`src/rtl/flag_eval_pkg.sv`:
```
package flag_eval_pkg;

    typedef enum logic [2:0] {
        OP_ADD  = 3'd0,
        OP_SUB  = 3'd1,
        OP_CMP  = 3'd2,
        OP_MCP  = 3'd3,
        OP_MOVE = 3'd4,
        OP_MULS = 3'd5,
        OP_MULU = 3'd6,
        OP_BTST = 3'd7
    } fe_op_e;

    typedef enum logic [1:0] {
        SZ_BYTE = 2'd0,
        SZ_HALF = 2'd1,
        SZ_WORD = 2'd2,
        SZ_WALT = 2'd3
    } fe_size_e;

    typedef struct packed {
        logic n;
        logic z;
        logic v;
        logic c;
    } fe_flags_t;

endpackage

```
`src/rtl/flag_sign_table.sv`:
```
module flag_sign_table
    import flag_eval_pkg::*;
#(
    parameter int DATA_W = 32
) (
    input  logic [1:0]        size_i,
    input  logic              inv_src_i,
    input  logic [DATA_W-1:0] src_i,
    input  logic [DATA_W-1:0] dst_i,
    input  logic [DATA_W-1:0] res_i,
    output fe_flags_t         flags_o
);
    localparam int BYTE_W = 8;
    localparam int HALF_W = 16;

    logic [DATA_W-1:0] src_eff;
    logic s_sgn, d_sgn, r_sgn, r_zero;

    assign src_eff = inv_src_i ? ~src_i : src_i;

    always_comb begin
        case (fe_size_e'(size_i))
            SZ_BYTE: begin
                s_sgn  = src_eff[BYTE_W-1];
                d_sgn  = dst_i[BYTE_W-1];
                r_sgn  = res_i[BYTE_W-1];
                r_zero = (res_i[BYTE_W-1:0] == '0);
            end
            SZ_HALF: begin
                s_sgn  = src_eff[HALF_W-1];
                d_sgn  = dst_i[HALF_W-1];
                r_sgn  = res_i[HALF_W-1];
                r_zero = (res_i[HALF_W-1:0] == '0);
            end
            default: begin
                s_sgn  = src_eff[DATA_W-1];
                d_sgn  = dst_i[DATA_W-1];
                r_sgn  = res_i[DATA_W-1];
                r_zero = (res_i == '0);
            end
        endcase
    end

    always_comb begin
        flags_o = '0;
        if (r_sgn) begin
            flags_o.n = 1'b1;
            if (!s_sgn && !d_sgn) flags_o.v = 1'b1;
            else if (s_sgn && d_sgn) flags_o.c = 1'b1;
        end else begin
            flags_o.z = r_zero;
            flags_o.v = s_sgn & d_sgn;
            flags_o.c = s_sgn | d_sgn;
        end
    end
endmodule

```
`src/rtl/flag_mul.sv`:
```
module flag_mul
    import flag_eval_pkg::*;
#(
    parameter int DATA_W = 32
) (
    input  logic              signed_i,
    input  logic [DATA_W-1:0] lo_i,
    input  logic [DATA_W-1:0] hi_i,
    output fe_flags_t         flags_o
);
    logic wide_zero, hi_is_ext;

    assign wide_zero = (hi_i == '0) && (lo_i == '0);
    assign hi_is_ext = lo_i[DATA_W-1] ? (&hi_i) : (hi_i == '0);

    always_comb begin
        flags_o   = '0;
        flags_o.z = wide_zero;
        flags_o.n = !wide_zero && hi_i[DATA_W-1];
        flags_o.v = signed_i ? !hi_is_ext : (hi_i != '0);
    end
endmodule

```
`src/rtl/flag_bittest.sv`:
```
module flag_bittest #(
    parameter int DATA_W = 32,
    parameter int IDX_W  = $clog2(DATA_W)
) (
    input  logic [DATA_W-1:0] val_i,
    input  logic [IDX_W-1:0]  idx_i,
    output logic              n_o,
    output logic              z_o
);
    logic [DATA_W-1:0] low_mask;

    always_comb begin
        for (int i = 0; i < DATA_W; i++) begin
            low_mask[i] = (i <= int'(idx_i));
        end
    end

    assign n_o = val_i[idx_i];
    assign z_o = ((val_i & low_mask) == '0);
endmodule

```
`src/rtl/flag_eval_top.sv`:
```
module flag_eval_top
    import flag_eval_pkg::*;
#(
    parameter int DATA_W       = 32,
    parameter int STAT_W       = 16,
    parameter int C_BIT        = 0,
    parameter int V_BIT        = 1,
    parameter int Z_BIT        = 2,
    parameter int N_BIT        = 3,
    parameter int X_BIT        = 4,
    parameter int R_BIT        = 8,
    parameter int REV_W        = 8,
    parameter int BT_REV_LIMIT = 32
) (
    input  logic              clk_i,
    input  logic              rst_ni,
    input  logic              eval_i,
    input  logic [2:0]        op_i,
    input  logic [1:0]        size_i,
    input  logic [DATA_W-1:0] src_i,
    input  logic [DATA_W-1:0] dst_i,
    input  logic [DATA_W-1:0] res_i,
    input  logic [DATA_W-1:0] mul_hi_i,
    input  logic [STAT_W-1:0] flag_mask_i,
    input  logic              ext_i,
    input  logic [REV_W-1:0]  rev_i,
    input  logic              load_i,
    input  logic [STAT_W-1:0] load_val_i,
    output logic [STAT_W-1:0] stat_o,
    output logic              upd_o
);
    localparam int IDX_W = $clog2(DATA_W);
    localparam logic [REV_W-1:0] REV_LIM = REV_W'(BT_REV_LIMIT);
    localparam logic [STAT_W-1:0] ONE = STAT_W'(1);

    typedef struct packed {
        logic [STAT_W-1:0] stat;
        logic              upd;
    } state_t;

    state_t state_d, state_q;
    fe_op_e op;
    fe_flags_t tbl_flags, mul_flags;
    logic bt_n, bt_z, inv_src;
    logic [STAT_W-1:0] flag_vec, wmask, merged;

    assign op      = fe_op_e'(op_i);
    assign inv_src = (op == OP_SUB) || (op == OP_CMP);

    flag_sign_table #(.DATA_W(DATA_W)) u_sign (
        .size_i   (size_i),
        .inv_src_i(inv_src),
        .src_i    (src_i),
        .dst_i    (dst_i),
        .res_i    (res_i),
        .flags_o  (tbl_flags)
    );

    flag_mul #(.DATA_W(DATA_W)) u_mul (
        .signed_i(op == OP_MULS),
        .lo_i    (res_i),
        .hi_i    (mul_hi_i),
        .flags_o (mul_flags)
    );

    flag_bittest #(.DATA_W(DATA_W), .IDX_W(IDX_W)) u_btst (
        .val_i(dst_i),
        .idx_i(src_i[IDX_W-1:0]),
        .n_o  (bt_n),
        .z_o  (bt_z)
    );

    // Computed flag vector for the sign-rule and multiply operations
    always_comb begin
        flag_vec = '0;
        case (op)
            OP_ADD: begin
                flag_vec[N_BIT] = tbl_flags.n;
                flag_vec[Z_BIT] = tbl_flags.z;
                flag_vec[V_BIT] = tbl_flags.v;
                flag_vec[C_BIT] = tbl_flags.c;
            end
            OP_SUB, OP_CMP: begin
                flag_vec[N_BIT] = tbl_flags.n;
                flag_vec[Z_BIT] = tbl_flags.z;
                flag_vec[V_BIT] = tbl_flags.v;
                flag_vec[C_BIT] = !tbl_flags.c;
            end
            OP_MCP: begin
                flag_vec[N_BIT] = tbl_flags.n;
                flag_vec[Z_BIT] = tbl_flags.z;
                flag_vec[V_BIT] = tbl_flags.v;
                flag_vec[R_BIT] = tbl_flags.c;
            end
            OP_MOVE: begin
                flag_vec[N_BIT] = tbl_flags.n;
                flag_vec[Z_BIT] = tbl_flags.z;
            end
            OP_MULS, OP_MULU: begin
                flag_vec[N_BIT] = mul_flags.n;
                flag_vec[Z_BIT] = mul_flags.z;
                flag_vec[V_BIT] = mul_flags.v;
            end
            default: flag_vec = '0;
        endcase
    end

    // Write mask and merge into the held status word
    always_comb begin
        wmask = flag_mask_i | (ONE << X_BIT);
        if (ext_i && flag_vec[Z_BIT]) wmask[Z_BIT] = 1'b0;
        merged = (state_q.stat & ~wmask) | (flag_vec & wmask);
        if (op == OP_BTST) begin
            merged = state_q.stat;
            merged[X_BIT] = 1'b0;
            merged[N_BIT] = bt_n;
            merged[Z_BIT] = bt_z;
            if (rev_i < REV_LIM) begin
                merged[V_BIT] = 1'b0;
                merged[C_BIT] = 1'b0;
            end
        end
    end

    always_comb begin
        state_d     = state_q;
        state_d.upd = eval_i && !load_i;
        if (load_i)      state_d.stat = load_val_i;
        else if (eval_i) state_d.stat = merged;
    end

    always_ff @(posedge clk_i) begin
        if (!rst_ni) state_q <= '0;
        else         state_q <= state_d;
    end

    assign stat_o = state_q.stat;
    assign upd_o  = state_q.upd;

    // Bits outside the write mask are untouched by an evaluation
    assert_mask_keep_R9: assert property (@(posedge clk_i) disable iff (!rst_ni)
        (eval_i && !load_i && op != OP_BTST)
        |=> (((state_q.stat ^ $past(state_q.stat)) & ~$past(wmask)) == '0));

    // Any applied evaluation leaves X clear
    assert_x_clear_R9: assert property (@(posedge clk_i) disable iff (!rst_ni)
        (eval_i && !load_i) |=> !state_q.stat[X_BIT]);

    // Extended mode never raises Z
    assert_ext_no_set_R10: assert property (@(posedge clk_i) disable iff (!rst_ni)
        (eval_i && !load_i && ext_i && op != OP_BTST && !state_q.stat[Z_BIT])
        |=> !state_q.stat[Z_BIT]);

    // MCP leaves C alone unless the mask selects it
    assert_mcp_c_kept_R5: assert property (@(posedge clk_i) disable iff (!rst_ni)
        (eval_i && !load_i && op == OP_MCP && !flag_mask_i[C_BIT])
        |=> $stable(state_q.stat[C_BIT]));

    // Load takes priority
    assert_load_wins_R12: assert property (@(posedge clk_i) disable iff (!rst_ni)
        load_i |=> (state_q.stat == $past(load_val_i)));

    // Idle holds the register
    assert_idle_hold_R12: assert property (@(posedge clk_i) disable iff (!rst_ni)
        (!load_i && !eval_i) |=> ($stable(state_q.stat) && !state_q.upd));
endmodule

```
`config.mk`:
```
export PLATFORM = sky130hd
export DESIGN_NAME = flag_eval_top
export DESIGN_NICKNAME = d
export VERILOG_FILES = /design/src/rtl/flag_eval_pkg.sv /design/src/rtl/flag_sign_table.sv /design/src/rtl/flag_mul.sv /design/src/rtl/flag_bittest.sv /design/src/rtl/flag_eval_top.sv
export SDC_FILE = /design/constraint.sdc
export NUM_CORES = 1
export LEC_CHECK = 0
export BUFFER_PORTS_ARGS = -buffer_cell sky130_fd_sc_hd__buf_2
export CELL_PAD_IN_SITES_DETAIL_PLACEMENT = 0
export CELL_PAD_IN_SITES_GLOBAL_PLACEMENT = 1
export CORE_MARGIN = 2
export CORE_UTILIZATION = 25
export DETAILED_ROUTE_END_ITERATION = 12
export PLACE_DENSITY_LB_ADDON = 0.1
export SLEW_MARGIN = 20
export SYNTH_ARGS = -nofsm -noshare
export SYNTH_HDL_FRONTEND = slang
export SYNTH_SLANG_ARGS = --single-unit
```
`constraint.sdc`:
```
create_clock -name clk_i -period 3 [get_ports clk_i]
set_input_delay 0.6 -clock clk_i [delete_from_list [all_inputs] [get_ports clk_i]]
set_output_delay 0.6 -clock clk_i [all_outputs]
set_load 0.03 [all_outputs]
```
==> impl_metrics.json <==
{
  "finalInstanceArea_um2": 2910,
  "yosysUniqueCellTypes": 56,
  "hold_path.class": "register to register",
  "critPathTopFamily": "multiplexers",
  "synth_commonest_cells": "nand2_1 (49), o21ai_0 (27), nor4_1 (20)",
  "synth_seq_cells": 17,
  "async_flop_share_pct": 0,
  "cts_hold_buf": 0,
  "timing.rr.start": "stat_o[1]",
  "drive_gt1_share_pct": 40.8,
  "cts_resized": 0,
  "p_int_uw": 486,
  "routed_wirelength_mm": 7.78,
  "rsz0062_at_grt": "no",
  "core_area_um2": 7730,
  "min_path_cells": 2,
  "hpwl_mm": 6.44,
  "yosysMostFrequentCell": "nand2_1",
  "clock.fmax_mhz": 460,
  "clockPowerShare_pct": 23.3,
  "ys.flop_type": "dfxtp_1",
  "setup_viol": 0,
  "numCtsBuffers": 3,
  "slowest_delay_ps": 540,
  "gp_congestion": 0.785,
  "cts_root_buf": "clkbuf_8",
  "clkLatencyLatePin_ps": 250,
  "status": "finished, final reports clean",
  "syn_to_final_growth_pct": 46.0,
  "r2r_end": "stat_o[1]",
  "switching_power_uw": 268,
  "critPathCaptureType": "register",
  "fin_crit_sh_pct": 72.4,
  "arrival_ps": 2300,
  "track_usage_pct": 17.7,
  "synth_enable_flop_cells": 0,
  "syn-mean-instance-area_um2": 7.13,
  "power.density_nw_per_um2": 259,
  "post_dp_cell_area_um2": 2870,
  "crit_chain": "buf_2 -> buf_4 -> mux4_1 -> and3b_1 -> a21oi_1 -> nand4_1 -> o2111ai_1 -> a21oi_1",
  "n_antenna_cell": 0,
  "period_minus_slack_ps": 2170,
  "p_sw_share_pct": 35.5,
  "cpMaxStageDelayCell": "mux4_1",
  "ys_seq_area_share_pct": 17.1,
  "cp_num_buf_inv": 2,
  "hold_violations": 0,
  "register_area_um2": 340,
  "path_clk_slew_ps": 70,
  "cts_max_level": 1,
  "slew_violations": 0,
  "cts_tree": "yes",
  "ant_nets": 0,
  "setup_tns_ps": 0,
  "crit_fanout": 13,
  "yosys_warnings": 0,
  "grt_max_degree": 36,
  "port_buffers": 164,
  "crit_top_cell": "a21oi_1",
  "synth_area_um2": 2000,
  "worst_slew_margin_rel_pct": 60.7,
  "fillCellCount": 873,
  "seqPwrFrac_pct": 32.6,
  "die-height_um": 93.3,
  "cp_data_required_time_ps": 3130,
  "grt_pass1_vias": 2580,
  "grt_pass1_wl_mm": 12.6,
  "hold_ws_ps": 545,
  "r2r_setup_slack_ps": 1860,
  "die_w_um": 93.3,
  "maxCapViolations": 0,
  "worst_pin_slew_ps": 584,
  "synthesis.nets": 458,
  "fin_skew_ps": 0,
  "ios": 195,
  "antenna_found_initial": 0,
  "start_util_pct": 25.8,
  "first_iter_violations": 102,
  "finalPower_uw": 754,
  "clkSinkCount": 17,
  "netlist.area_leader.share_pct": 17.1,
  "drc": 0,
  "rows": 32,
  "grt_overflow_total": 0,
  "worst-setup-path-type": "input pin to register",
  "multiInputGateArea_um2": 1550,
  "postCtsSetupRepairBufs": 0,
  "detail_route.wl_per_cell_um": 14.6,
  "r2r_cells": 4,
  "synth_top_area_cell": "dfxtp_1",
  "p_leak_nw": 1.35,
  "peakVddDrop_mv": 0.118,
  "die_area_um2": 8710,
  "cp-start-kind": "input pin",
  "yosys-top-cells-area": "dfxtp_1 (17%), mux4_1 (11%), nand2_1 (9.2%), o21ai_0 (6.8%), nor4_1 (6.3%)",
  "num-nets-final": 608,
  "num_vias": 2704,
  "detail_route.vias_per_cell": 5.09,
  "combinationalPowerShare_pct": 44.1,
  "first_pass_iters": 4,
  "cts_buffer_depth": 2,
  "syn_inst": 280
}
power groups by stage:
stage	registers [mW]	logic, mW	clock network [mW]
2_1_floorplan	0.278	0.149	0
3_3_place_gp	0.251	0.332	0
3_5_place_dp	0.251	0.333	0
4_1_cts	0.246	0.334	0.184
5_1_grt	0.248	0.371	0.194
6_report	0.246	0.332	0.175
layout make-up:
cell class | instances | area share [%]
Clock buffer | 3 | 1.42
Clock inverter | 1 | 0.172
Inverter | 6 | 0.773
Multi-Input combinational cell | 237 | 53.1
Sequential cell | 17 | 11.7
Tap cell | 102 | 4.38
Timing Repair Buffer | 165 | 28.4
metal layers:
| metal | track usage, % | routed length (um) | vias up |
|---|---|---|---|
| met5 | 0 | 0 | - |
| met4 | 3.43 | 44 | 0 |
| met3 | 2.26 | 405 | 2 |
| met2 | 30.2 | 3720 | 88 |
| met1 | 23.9 | 3600 | 1229 |
| li1 | - | - | 1385 |
per-stage QoR:
step           util (%)  std cells  worst slack, ps
2_1_floorplan         -        280              909
3_3_place_gp       37.1        527              568
3_5_place_dp       37.1        527              575
4_1_cts            37.7        531              840
5_1_grt            37.7        531              663
6_report           37.7        531              828
logic make-up after synthesis:
logic type,after synthesis,share of synthesized area (%)
buf+inv,26,5.39
flops,17,17.1
simple gates,142,36.7
compound gates,77,24.5
mux,16,15.5
xor+xnor,2,0.878
layout by cell type, fill, tap and decap left out, types with 2 or more instances in the layout:
cell type,count
a21oi_1,17
o211ai_1,5
o21ai_0,27
nor2_1,17
nand4b_1,2
nand2_1,49
buf_2,164
inv_1,6
nor3b_1,3
o2111ai_1,3
nand4_1,10
mux2i_1,4
mux2_2,2
and3_1,3
mux4_1,8
nand2b_1,2
a211oi_1,2
dfxtp_1,17
nor4_1,20
o211a_1,2
a31oi_1,2
nand3_1,9
nor3_1,7
o22ai_1,3
clkbuf_8,3
and2_1,12
worst reg2reg max path: cells and delay by family (launching register included):
kind / cells / cell delay, ps
compound gates: 2 / 420
flops: 1 / 340
simple gates: 2 / 270
worst max-delay path by stage:
| stage | cells past startpoint | end | slack, ps | startpoint |
|---|---|---|---|---|
| after floorplan | 5 | register | 910 | src_i[0] |
| after global placement | 8 | register | 570 | src_i[0] |
| after detailed placement | 8 | register | 580 | src_i[0] |
| after CTS | 8 | register | 840 | src_i[0] |
| after global routing | 8 | register | 660 | src_i[0] |
| final | 8 | register | 830 | src_i[0] |
Power figures use the tool's default switching activity.
